`src/rtl/bpmvm_pkg.sv`:
```
package bpmvm_pkg;
  localparam int LFSR_W = 16;
  localparam logic [LFSR_W-1:0] LFSR_SEED = 16'hACE1;

  // x^16 + x^14 + x^13 + x^11 + 1, Fibonacci form
  function automatic logic [LFSR_W-1:0] lfsr_step(input logic [LFSR_W-1:0] s);
    return {s[LFSR_W-2:0], s[15] ^ s[13] ^ s[12] ^ s[10]};
  endfunction

  function automatic int ubits(input int n);
    return (n > 1) ? $clog2(n) : 1;
  endfunction
endpackage

```
`src/rtl/bpmvm_seq.sv`:
```
module bpmvm_seq
  import bpmvm_pkg::*;
#(
  parameter int WBITS = 3,
  parameter int XP    = 4,
  localparam int WI_W = ubits(WBITS),
  localparam int XJ_W = ubits(XP),
  localparam int SH_W = ubits(WBITS + XP - 1)
) (
  input  logic              clk,
  input  logic              rst_n,
  input  logic              start,
  output logic              accept,
  output logic              busy,
  output logic              done,
  output logic [WI_W-1:0]   wsel,
  output logic [XJ_W-1:0]   xsel,
  output logic [SH_W-1:0]   shift,
  output logic [LFSR_W-1:0] lfsr
);
  logic            busy_q, busy_d, done_q, done_d, last, wwrap;
  logic [WI_W-1:0] wi_q, wi_d;
  logic [XJ_W-1:0] xj_q, xj_d;
  logic [LFSR_W-1:0] lfsr_q, lfsr_d;

  always_comb begin
    accept = start && !busy_q;
    wwrap  = (wi_q == WI_W'(WBITS - 1));
    last   = busy_q && wwrap && (xj_q == XJ_W'(XP - 1));
    busy_d = busy_q;
    wi_d   = wi_q;
    xj_d   = xj_q;
    if (accept) begin
      busy_d = 1'b1;
      wi_d   = '0;
      xj_d   = '0;
    end else if (busy_q) begin
      wi_d = wwrap ? '0 : wi_q + 1'b1;
      if (wwrap) xj_d = xj_q + 1'b1;
      if (last)  busy_d = 1'b0;
    end
    done_d = last;
    lfsr_d = lfsr_step(lfsr_q);
  end

  always_ff @(posedge clk or negedge rst_n) begin
    if (!rst_n) begin
      busy_q <= 1'b0;
      done_q <= 1'b0;
      wi_q   <= '0;
      xj_q   <= '0;
      lfsr_q <= LFSR_SEED;
    end else begin
      busy_q <= busy_d;
      done_q <= done_d;
      wi_q   <= wi_d;
      xj_q   <= xj_d;
      lfsr_q <= lfsr_d;
    end
  end

  assign busy  = busy_q;
  assign done  = done_q;
  assign wsel  = wi_q;
  assign xsel  = xj_q;
  assign shift = SH_W'(wi_q) + SH_W'(xj_q);
  assign lfsr  = lfsr_q;

  assert_done_pulse_R4: assert property (@(posedge clk) disable iff (!rst_n)
    done_q |=> !done_q);
  assert_done_ends_run_R4: assert property (@(posedge clk) disable iff (!rst_n)
    done_q |-> (!busy_q && $past(busy_q)));
  assert_start_ignored_R6: assert property (@(posedge clk) disable iff (!rst_n)
    (busy_q && start && !last) |=> (busy_q && !done_q));
endmodule

```
`src/rtl/bpmvm_wstore.sv`:
```
module bpmvm_wstore
  import bpmvm_pkg::*;
#(
  parameter int ROWS  = 4,
  parameter int COLS  = 8,
  parameter int WBITS = 3,
  localparam int RW   = ubits(ROWS),
  localparam int CW   = ubits(COLS),
  localparam int WI_W = ubits(WBITS),
  localparam int NB   = ROWS * COLS * WBITS
) (
  input  logic                 clk,
  input  logic                 rst_n,
  input  logic                 busy,
  input  logic                 wr_en,
  input  logic [RW-1:0]        wr_row,
  input  logic [CW-1:0]        wr_col,
  input  logic [WBITS-1:0]     wr_pos,
  input  logic [WBITS-1:0]     wr_neg,
  input  logic [WI_W-1:0]      wsel,
  output logic [ROWS*COLS-1:0] pos_sel,
  output logic [ROWS*COLS-1:0] neg_sel
);
  logic [NB-1:0] pos_q, pos_d, neg_q, neg_d;

  always_comb begin
    pos_d = pos_q;
    neg_d = neg_q;
    for (int r = 0; r < ROWS; r++) begin
      for (int c = 0; c < COLS; c++) begin
        if (wr_en && !busy && wr_row == RW'(r) && wr_col == CW'(c)) begin
          pos_d[(r*COLS + c)*WBITS +: WBITS] = wr_pos;
          neg_d[(r*COLS + c)*WBITS +: WBITS] = wr_neg;
        end
      end
    end
  end

  always_ff @(posedge clk or negedge rst_n) begin
    if (!rst_n) begin
      pos_q <= '0;
      neg_q <= '0;
    end else begin
      pos_q <= pos_d;
      neg_q <= neg_d;
    end
  end

  for (genvar g = 0; g < ROWS*COLS; g++) begin : g_cell
    logic [WBITS-1:0] pc, nc;
    assign pc = pos_q[g*WBITS +: WBITS];
    assign nc = neg_q[g*WBITS +: WBITS];
    assign pos_sel[g] = pc[wsel];
    assign neg_sel[g] = nc[wsel];
  end

  assert_write_blocked_R7: assert property (@(posedge clk) disable iff (!rst_n)
    (wr_en && busy) |=> ($stable(pos_q) && $stable(neg_q)));
endmodule

```
`src/rtl/bpmvm_row_mac.sv`:
```
module bpmvm_row_mac #(
  parameter int COLS = 8,
  parameter int YW   = 12,
  parameter int SH_W = 3,
  localparam int CNT_W = $clog2(COLS + 1)
) (
  input  logic                 clk,
  input  logic                 rst_n,
  input  logic                 clr,
  input  logic                 en,
  input  logic [SH_W-1:0]      sh,
  input  logic [COLS-1:0]      pos_row,
  input  logic [COLS-1:0]      neg_row,
  input  logic [COLS-1:0]      xpl,
  input  logic [COLS-1:0]      upl,
  output logic signed [YW-1:0] y_row
);
  logic signed [YW-1:0] acc_q, acc_d, accu_q, accu_d, tx, tu;

  // signed, shifted inner product of one weight plane with one input plane
  function automatic logic signed [YW-1:0] plane_term(
    input logic [COLS-1:0] p, input logic [COLS-1:0] n,
    input logic [COLS-1:0] b, input logic [SH_W-1:0] s);
    logic [CNT_W-1:0] cp, cn;
    logic [CNT_W:0]   d;
    logic [YW-1:0]    ext;
    cp  = CNT_W'($countones(p & b));
    cn  = CNT_W'($countones(n & b));
    d   = {1'b0, cp} - {1'b0, cn};
    ext = {{(YW-CNT_W-1){d[CNT_W]}}, d};
    return $signed(ext << s);
  endfunction

  always_comb begin
    tx     = plane_term(pos_row, neg_row, xpl, sh);
    tu     = plane_term(pos_row, neg_row, upl, sh);
    acc_d  = acc_q;
    accu_d = accu_q;
    if (clr) begin
      acc_d  = '0;
      accu_d = '0;
    end else if (en) begin
      acc_d  = acc_q + tx;
      accu_d = accu_q + tu;
    end
  end

  always_ff @(posedge clk or negedge rst_n) begin
    if (!rst_n) begin
      acc_q  <= '0;
      accu_q <= '0;
    end else begin
      acc_q  <= acc_d;
      accu_q <= accu_d;
    end
  end

  assign y_row = acc_q - accu_q;
endmodule

```
`src/rtl/bit_plane_mvm.sv`:
```
module bit_plane_mvm
  import bpmvm_pkg::*;
#(
  parameter int ROWS  = 4,
  parameter int COLS  = 8,
  parameter int WBITS = 3,
  parameter int XBITS = 3,
  localparam int RW    = ubits(ROWS),
  localparam int CW    = ubits(COLS),
  localparam int XP    = XBITS + 1,
  localparam int WI_W  = ubits(WBITS),
  localparam int XJ_W  = ubits(XP),
  localparam int SH_W  = ubits(WBITS + XP - 1),
  localparam int YW    = $clog2(COLS + 1) + WBITS + XP + 1,
  localparam int USPAN = LFSR_W - XBITS + 1
) (
  input  logic                 clk,
  input  logic                 rst_n,
  input  logic                 wr_en,
  input  logic [RW-1:0]        wr_row,
  input  logic [CW-1:0]        wr_col,
  input  logic [WBITS-1:0]     wr_pos,
  input  logic [WBITS-1:0]     wr_neg,
  input  logic                 start,
  input  logic                 dither_en,
  input  logic [COLS*XBITS-1:0] x_vec,
  output logic                 busy,
  output logic                 done,
  output logic [ROWS*YW-1:0]   y
);
  logic                 accept;
  logic [WI_W-1:0]      wsel;
  logic [XJ_W-1:0]      xsel;
  logic [SH_W-1:0]      shift;
  logic [LFSR_W-1:0]    lfsr;
  logic [ROWS*COLS-1:0] pos_sel, neg_sel;
  logic [COLS*XP-1:0]   xd_q, xd_d, ud_q, ud_d;
  logic [COLS-1:0]      xpl, upl;

  bpmvm_seq #(.WBITS(WBITS), .XP(XP)) u_seq (
    .clk(clk), .rst_n(rst_n), .start(start), .accept(accept),
    .busy(busy), .done(done), .wsel(wsel), .xsel(xsel),
    .shift(shift), .lfsr(lfsr));

  bpmvm_wstore #(.ROWS(ROWS), .COLS(COLS), .WBITS(WBITS)) u_wstore (
    .clk(clk), .rst_n(rst_n), .busy(busy), .wr_en(wr_en),
    .wr_row(wr_row), .wr_col(wr_col), .wr_pos(wr_pos), .wr_neg(wr_neg),
    .wsel(wsel), .pos_sel(pos_sel), .neg_sel(neg_sel));

  // operand capture: X+U and U, each one bit wider than the input
  for (genvar c = 0; c < COLS; c++) begin : g_col
    localparam int UOFF = (c * 5) % USPAN;
    logic [XBITS-1:0] xin, uin;
    logic [XP-1:0]    xcell, ucell;
    assign xin   = x_vec[c*XBITS +: XBITS];
    assign uin   = dither_en ? lfsr[UOFF +: XBITS] : '0;
    assign xd_d[c*XP +: XP] = accept ? ({1'b0, xin} + {1'b0, uin}) : xd_q[c*XP +: XP];
    assign ud_d[c*XP +: XP] = accept ? {1'b0, uin} : ud_q[c*XP +: XP];
    assign xcell = xd_q[c*XP +: XP];
    assign ucell = ud_q[c*XP +: XP];
    assign xpl[c] = xcell[xsel];
    assign upl[c] = ucell[xsel];
  end

  always_ff @(posedge clk or negedge rst_n) begin
    if (!rst_n) begin
      xd_q <= '0;
      ud_q <= '0;
    end else begin
      xd_q <= xd_d;
      ud_q <= ud_d;
    end
  end

  for (genvar r = 0; r < ROWS; r++) begin : g_row
    logic signed [YW-1:0] yr;
    bpmvm_row_mac #(.COLS(COLS), .YW(YW), .SH_W(SH_W)) u_mac (
      .clk(clk), .rst_n(rst_n), .clr(accept), .en(busy), .sh(shift),
      .pos_row(pos_sel[r*COLS +: COLS]), .neg_row(neg_sel[r*COLS +: COLS]),
      .xpl(xpl), .upl(upl), .y_row(yr));
    assign y[r*YW +: YW] = yr;
  end

  assert_result_hold_R8: assert property (@(posedge clk) disable iff (!rst_n)
    (!busy && !start) |=> $stable(y));
endmodule

```
`config.mk`:
```
export PLATFORM = sky130hd
export DESIGN_NAME = bit_plane_mvm
export DESIGN_NICKNAME = d
export VERILOG_FILES = /design/src/rtl/bpmvm_pkg.sv /design/src/rtl/bpmvm_seq.sv /design/src/rtl/bpmvm_wstore.sv /design/src/rtl/bpmvm_row_mac.sv /design/src/rtl/bit_plane_mvm.sv
export SDC_FILE = /design/constraint.sdc
export NUM_CORES = 1
export LEC_CHECK = 0
export CORE_UTILIZATION = 40
export DETAILED_ROUTE_END_ITERATION = 7
export PLACE_DENSITY = 0.61
export RECOVER_POWER = 25
export SETUP_SLACK_MARGIN = 0.1
export SKIP_CTS_REPAIR_TIMING = 1
export SLEW_MARGIN = 40
export SYNTH_ARGS = -nofsm -noshare
export SYNTH_HDL_FRONTEND = slang
export SYNTH_SLANG_ARGS = --single-unit
export TNS_END_PERCENT = 5
```
`constraint.sdc`:
```
create_clock -name clk -period 6.13 [get_ports clk]
set_input_delay 0.9195 -clock clk [delete_from_list [all_inputs] [get_ports clk]]
set_output_delay 0.9195 -clock clk [all_outputs]
set_load 0.02 [all_outputs]
```
After elaboration in Yosys (flattened, before gate mapping)
Cells that the tools add are included.
Operators by class
  add/sub/neg operators: 143
  equal/unequal tests: 12
  reductions and logical operators: 46
  bitwise operators: 19
  $lt $le $gt $ge: 2
  muxes and demuxes: 193
  shift operators: 8
Operator list (count)
  adder 4 bit: 48
  2-to-1 mux 12 bit: 16
  binary-select mux 1 bit (select 2 bit): 80
  adder 1 x 1 -> 2 bit: 64
  AND 8 bit: 16
  adder 12 bit: 8
  left shift 12 x 3 -> 12 bit: 8
  2-to-1 mux 1 bit: 83
  subtractor 12 bit: 4
  logical AND 1 bit: 40
  subtractor 4 x 4 -> 5 bit: 8
  adder 3 x 3 -> 4 bit: 8
  2-to-1 mux 3 bit: 8
  equality test 3 bit, second input constant: 4
  2-to-1 mux 2 bit: 6
  equality test 2 bit, second input constant: 4
  equality test 3 x 2 -> 1 bit, second input constant: 2
  less-than comparator 2 x 3 -> 1 bit, second input constant: 2
  adder 2 x 1 -> 2 bit, second input constant: 2
  nonzero test 2 bit: 2
  adder 2 x 2 -> 3 bit: 1
  equality test 3 x 1 -> 1 bit, second input constant: 1
  logical NOT 3 bit: 1
  bitwise XOR 1 bit: 3
  4 further kinds: 4
Word-level totals
  flip-flop bits (word level): 366
  bits of input ports: 40
  logic and storage cells: 502

Logic depth before layout (Yosys ltp)
  depth in word-level cells: 11
  gate-level depth with buffers: 31

Cells and area by module
A second synthesis with hierarchy kept.
Unflattened totals
  cells, all modules: 2935
  area, all modules: 28255.8 um2
Modules (own cells, without submodules)
  bpmvm_wstore: area each 8629.5 um2, seq. area each 4804.6 um2, instances 1, cells each 664
  bpmvm_row_mac (g_row[1].u_mac): area each 4068.9 um2, seq. area each 600.6 um2, instances 1, cells each 508
  bpmvm_row_mac (g_row[3].u_mac): area each 3965.1 um2, seq. area each 600.6 um2, instances 1, cells each 490
  bpmvm_row_mac (g_row[2].u_mac): area each 3931.3 um2, seq. area each 600.6 um2, instances 1, cells each 483
  bpmvm_row_mac (g_row[0].u_mac): area each 3871.2 um2, seq. area each 600.6 um2, instances 1, cells each 480
  bit_plane_mvm: area each 2927.8 um2, seq. area each 1151.1 um2, instances 1, cells each 246
  bpmvm_seq: area each 862.1 um2, seq. area each 560.5 um2, instances 1, cells each 64

Least setup slack after synthesis
No wires, ideal clock.
  path kind: reg2reg
  start point: register u_seq.xj_q[1], in the netlist u_seq.xsel[1]
  end point: register g_row[0].u_mac.acc_q[11]
  data arrival time: 6.331 ns
  path buffers: 1
  stages on the path, launching flop included: 26
  clock period less this slack: 6.474 ns
  path slack: -0.344 ns
  cells stage by stage: dfrtp_1 buf_1 mux2_2 o21ai_1 nor2_1 ha_1 inv_1 fa_1 inv_1 fa_1 ha_1 fa_1 inv_1 ha_1 o21ai_0 nor3b_1 or2_2 mux4_2 mux2i_1 ha_1 a21oi_1 o21ai_0 or3_1 o221ai_1 mux2i_1 o221ai_1
On the way
  longest elaborated chain between the ends: 11
  elaborated cells on any way between the ends: 38
  classes of those cells: 17 x add/sub; 1 x shift; 18 x mux; 2 x bitwise
RTL lines
  start, declared: RTL line bpmvm_seq.sv:23  | logic [XJ_W-1:0] xj_q, xj_d;
  start signal, assigned: RTL line bpmvm_seq.sv:57  | xj_q <= xj_d;
  binary-select mux 1 bit (select 2 bit): RTL line bit_plane_mvm.sv:61  | assign xpl[c] = xcell[xsel];
  2-to-1 mux 1 bit (not written as such): RTL line bit_plane_mvm.sv:61
  AND 8 bit (on tied branches): RTL line bpmvm_row_mac.sv:27, bpmvm_row_mac.sv:28
  adder 1 x 1 -> 2 bit (on tied branches): RTL line bpmvm_row_mac.sv:27, bpmvm_row_mac.sv:28
  adder 4 bit (on tied branches) (2 in series): RTL line bpmvm_row_mac.sv:27, bpmvm_row_mac.sv:28
  subtractor 4 x 4 -> 5 bit: RTL line bpmvm_row_mac.sv:29  | d = {1'b0, cp} - {1'b0, cn};
  left shift 12 x 3 -> 12 bit (*): RTL line bpmvm_row_mac.sv:31  | return $signed(ext << s);
  adder 12 bit (*): RTL line bpmvm_row_mac.sv:43  | acc_d = acc_q + tx;
  2-to-1 mux 12 bit (*): RTL line bpmvm_row_mac.sv:42  | end else if (en) begin
  2-to-1 mux 12 bit (*): RTL line bpmvm_row_mac.sv:39  | if (clr) begin
  end signal, assigned: RTL line bpmvm_row_mac.sv:50  | acc_q <= '0;
  end signal, assigned: RTL line bpmvm_row_mac.sv:53  | acc_q <= acc_d;
  end, declared: RTL line bpmvm_row_mac.sv:18  | logic signed [YW-1:0] acc_q, acc_d, accu_q, accu_d, tx, tu;
Every way passes the cells marked *; elsewhere a longest branch is shown, timed or not. The select of a mux whose other input is x is not followed.
A chain may end at the register's enable or synchronous reset.

Worst setup path in the final report
  start point: register u_seq.wi_q[1], in the netlist u_seq.wsel[1]
  end point: register g_row[1].u_mac.acc_q[11]
On the way
  longest elaborated chain between the ends: 11
  elaborated cells on any way between the ends: 54
  classes of those cells: 17 x add/sub; 1 x shift; 34 x mux; 2 x bitwise
RTL lines
  start, declared: RTL line bpmvm_seq.sv:22  | logic [WI_W-1:0] wi_q, wi_d;
  start signal, assigned: RTL line bpmvm_seq.sv:56  | wi_q <= wi_d;
  binary-select mux 1 bit (select 2 bit) (on tied branches): RTL line bpmvm_wstore.sv:53, bpmvm_wstore.sv:54
  2-to-1 mux 1 bit (on tied branches): RTL line bpmvm_wstore.sv:53, bpmvm_wstore.sv:54
  AND 8 bit (on tied branches): RTL line bpmvm_row_mac.sv:27, bpmvm_row_mac.sv:28
  adder 1 x 1 -> 2 bit (on tied branches): RTL line bpmvm_row_mac.sv:27, bpmvm_row_mac.sv:28
  adder 4 bit (on tied branches) (2 in series): RTL line bpmvm_row_mac.sv:27, bpmvm_row_mac.sv:28
  subtractor 4 x 4 -> 5 bit: RTL line bpmvm_row_mac.sv:29
  left shift 12 x 3 -> 12 bit (*): RTL line bpmvm_row_mac.sv:31
  adder 12 bit (*): RTL line bpmvm_row_mac.sv:43
  2-to-1 mux 12 bit (*): RTL line bpmvm_row_mac.sv:42
  2-to-1 mux 12 bit (*): RTL line bpmvm_row_mac.sv:39
  end signal, assigned: RTL line bpmvm_row_mac.sv:50
  end signal, assigned: RTL line bpmvm_row_mac.sv:53
  end, declared: RTL line bpmvm_row_mac.sv:18
Marked as above.

==> impl_summary.log <==
INFO  metric run_status = finished with violations
INFO  metric violations_in_the_final_reports = max-capacitance violations, max-slew violations, negative setup slack
INFO  metric yosys_register_bits = 356
INFO  metric placed_cells_incl_taps = 4266
INFO  metric fin_skew = 0.0266 ns
INFO  metric regToRegSetupSlack = -0.28 ns
INFO  metric ys_warn_count = 0
INFO  metric drt_first_pass_iters = 5
INFO  metric critPathCaptureType = flip-flop
INFO  metric worst-path-max-fanout = 8
INFO  metric synth_enable_flop_cells = 0
INFO  metric syn_to_final_growth = 21.7%
INFO  metric whs_path_depth = 0
INFO  metric max_slew.worst_pin.slew = 4.40 ns
INFO  metric pin_count = 90
INFO  metric peak_supply_drop = 0.461 mV
INFO  metric origin_of_the_critical_flop_to_flop_path = u_seq.wsel[1]$_DFFE_PN0P_
INFO  metric final.min_clock_period = 6.41 ns
INFO  metric place_area = 32500 µm²
INFO  metric antenna_cells = 0
INFO  metric totalWireLength = 72900 µm
INFO  metric area_share_of_the_largest_cell_type_after_synthesis = 0.306
INFO  metric cts.reportedPaths.clkPinSlew = 0.06 ns
INFO  metric critical_path.max_stage_delay = 0.56 ns
INFO  metric synthesis.area_per_instance = 9.27 µm²
INFO  metric routed_wire_length_per_instance = 16.7 µm
INFO  metric grt_antenna_before_repair = 0
INFO  metric track_usage = 0.203
INFO  metric timing.fmax = 156 MHz
INFO  metric critical_path_startpoint_category = flip-flop
INFO  metric hold_path.startpoint = u_seq.lfsr[14]$_DFF_PN0_
INFO  metric starting_utilization_of_the_core_area = 0.406
INFO  metric insertion_delay = 0.59 ns
INFO  metric final-setup-viol-count = 26
INFO  metric drive_above_1_share = 0.221
INFO  metric number_of_global_route_vias_before_repair = 22300
INFO  metric hold_path_end = u_seq.lfsr[15]$_DFF_PN1_
INFO  metric cts_tree = done
INFO  metric core_area = 70300 µm²
INFO  metric worst_slew_margin_rel = -1.93
INFO  metric die-area = 72300 µm²
INFO  metric worstPathBufferInverterCount = 7
INFO  metric synth.area.top_cells = sky130_fd_sc_hd__dfrtp_1, sky130_fd_sc_hd__ha_1, sky130_fd_sc_hd__mux2_2
INFO  metric clock_tree.buffer_depth = 3
INFO  metric fin_util = 0.494
INFO  metric post-route-period-util = 1.05
INFO  metric fin_nets = 3804
INFO  metric crit-reg2reg-capture = g_row[1].u_mac.acc_q[11]$_DFFE_PN0P_
INFO  metric instances_no_fill = 4358
INFO  metric worst_r2r_path_depth = 28
INFO  metric detailed_place_hpwl = 54400 µm
INFO  metric crit_family = adder cells
INFO  metric layout.cell_area.non_filler = 34700 µm²
INFO  metric finalPower = 18.4 mW
INFO  metric synthesis.nets = 3492
INFO  metric floorplan.die.height = 269 µm
INFO  metric timing.final.ws_setup = -0.278 ns
INFO  metric most_frequently_used_cell_type_in_the_post_synthesis_netlist = sky130_fd_sc_hd__inv_1
INFO  metric synth_cell_type_count = 67
INFO  metric final_hold_viol_count = 0
INFO  metric cts_made_buffers = 41
INFO  metric gp_routability_congestion = 0.861
INFO  metric critical_path.slowest_cell = sky130_fd_sc_hd__dfrtp_4
INFO  metric synth-async-reset-ratio = 1.00
INFO  metric fillCellCount = 6552
INFO  metric die_boundary_width = 269 µm
INFO  metric synthTopCellsByCount = sky130_fd_sc_hd__inv_1, sky130_fd_sc_hd__dfrtp_1, sky130_fd_sc_hd__nor2_1
INFO  metric grt_max_degree = 123
INFO  metric pre_cts_setup_slack = -0.409 ns
INFO  metric rsz0062_at_grt = yes
INFO  metric synth-seq-area-share = 0.313
INFO  metric worstHoldPathType = reg2reg
INFO  metric viasPerCell = 5.18
INFO  metric power_density_cells = 531 nW/µm²
INFO  metric finalMaxSlewViolations = 143
INFO  metric clock_tree_root_buffer_cell = sky130_fd_sc_hd__clkbuf_16
INFO  metric worst_ep_arrival_time = 6.87 ns
INFO  metric h_tree_levels = 2
INFO  metric num_rows = 97
INFO  metric grt_pass1_wl = 118000 µm
INFO  metric reported_max_cap_violation_count = 2
INFO  metric drt.antenna.violating_nets = 0
INFO  metric drt_drc_violations_left = 0
INFO  metric port_buffers = 89
INFO  metric worst_ep_required_time = 6.59 ns
INFO  metric synthesis.instances = 3073
INFO  metric dominantRegCellSynth = sky130_fd_sc_hd__dfrtp_1
INFO  metric clock-sinks = 356
INFO  metric critical_path_class = reg2reg
INFO  metric leakage = 16.9 nW
INFO  metric drt_first_iter_violations = 1134
INFO  metric num_vias = 22600
INFO  metric grt.overflow.total = 0
INFO  metric post_synth_instance_area = 28500 µm²
INFO  metric synth_top_area_cell = sky130_fd_sc_hd__dfrtp_1
-- area by class of cell --
cell class / count / area [µm²] / share of cell area
Clock inverter: 19 / 322 / 0.00927
Inverter: 357 / 1340 / 0.0386
Multi-Input combinational cell: 2244 / 18300 / 0.529
Tap cell: 940 / 1180 / 0.0339
Clock buffer: 57 / 1210 / 0.0348
Timing Repair Buffer: 385 / 3380 / 0.0975
Sequential cell: 356 / 8930 / 0.257
-- where the power goes --
group          switching, mW  internal, mW  total [mW]  leakage (nW)
Combinational           6.46          5.88        12.3          11.4
Clock                   1.06          1.68        2.75         0.758
Sequential             0.443          2.91        3.36          4.71
Total                   7.96          10.5        18.4          16.9
-- worst max path at each step --
| stage | to | from | cells past startpoint |
|---|---|---|---|
| 4_1_cts | g_row[0].u_mac.acc_q[11]$_DFFE_PN0P_ | u_seq.wsel[1]$_DFFE_PN0P_ | 27 |
| 2_1_floorplan | g_row[0].u_mac.accu_q[11]$_DFFE_PN0P_ | u_seq.wsel[1]$_DFFE_PN0P_ | 28 |
| 5_1_grt | g_row[1].u_mac.acc_q[11]$_DFFE_PN0P_ | u_seq.wsel[1]$_DFFE_PN0P_ | 28 |
| 3_3_place_gp | g_row[0].u_mac.acc_q[11]$_DFFE_PN0P_ | u_seq.wsel[1]$_DFFE_PN0P_ | 27 |
| 3_5_place_dp | g_row[0].u_mac.acc_q[11]$_DFFE_PN0P_ | u_seq.wsel[1]$_DFFE_PN0P_ | 27 |
| 6_report | g_row[1].u_mac.acc_q[11]$_DFFE_PN0P_ | u_seq.wsel[1]$_DFFE_PN0P_ | 28 |
-- worst register-to-register path, delay by kind of cell (launching register included) --
kind	cells	cell delay, ns
adders and majority gates	7	2.34
AOI/OAI and AO/OA	6	0.99
muxes	2	0.67
DFF	1	0.56
buffers and inverters	7	0.74
and+or+nand+nor	6	1.02
-- per-stage QoR --
stage,setup TNS (ns),hold WS (ns)
final,-3.53,0.366
after global routing,-38.67,0.368
after CTS,-6.43,0.327
after detailed placement,-6.19,0.353
after global placement,-3.58,0.334
after floorplan,0,0.333
-- registers in the layout, summed over array words and instances (netlist names) --
register and flops:
g_row.u_mac.accu_q 48, u_wstore.pos_q 96, u_seq.lfsr 16, u_wstore.neg_q 96, u_seq.wsel 2, g_row.u_mac.acc_q 48, u_seq.xsel 2, u_seq.done 1
xd_q 32, ud_q 14, u_seq.busy 1
-- per-layer routing --
metal  up-vias  part of all wire  routed length [µm]  track usage
li1      11200                 -                   -            -
met1     10900              0.49               35500        0.292
met2       364              0.46               33200        0.323
met3       108             0.036                2600       0.0254
met4         0             0.022                1630       0.0528
met5         -                 0                   0            0
-- cell usage in the layout (no fill, tap or decap), types with 21 or more instances in the layout --
cell type / count
sky130_fd_sc_hd__a211oi_1: 21
sky130_fd_sc_hd__xnor2_1: 48
sky130_fd_sc_hd__nand2b_1: 23
sky130_fd_sc_hd__a21oi_1: 139
sky130_fd_sc_hd__or3_1: 23
sky130_fd_sc_hd__a22o_1: 23
sky130_fd_sc_hd__a21o_1: 42
sky130_fd_sc_hd__o21ai_0: 155
sky130_fd_sc_hd__a21oi_2: 22
sky130_fd_sc_hd__ha_1: 274
sky130_fd_sc_hd__mux2_2: 237
sky130_fd_sc_hd__nand3_1: 23
sky130_fd_sc_hd__nor2_1: 316
sky130_fd_sc_hd__o21a_1: 23
sky130_fd_sc_hd__nor3_1: 29
sky130_fd_sc_hd__fa_1: 90
sky130_fd_sc_hd__nand2_1: 221
sky130_fd_sc_hd__clkdlybuf4s50_1: 82
sky130_fd_sc_hd__clkbuf_16: 44
sky130_fd_sc_hd__dfrtp_1: 344
sky130_fd_sc_hd__xor2_1: 50
sky130_fd_sc_hd__mux2i_1: 114
sky130_fd_sc_hd__nor2b_1: 37
sky130_fd_sc_hd__buf_4: 267
sky130_fd_sc_hd__inv_1: 352
sky130_fd_sc_hd__and2_1: 21
-- cell families after synthesis --
| family | count (synthesis) | share of synthesized area |
|---|---|---|
| and+or+nand+nor | 792 | 0.127 |
| muxes | 359 | 0.140 |
| xor gates and xnor gates | 102 | 0.0313 |
| DFF | 356 | 0.313 |
| adders and majority gates | 379 | 0.191 |
| buffers and inverters | 473 | 0.0629 |
| AOI/OAI and AO/OA | 612 | 0.135 |
(Power assumes the default switching activity.)
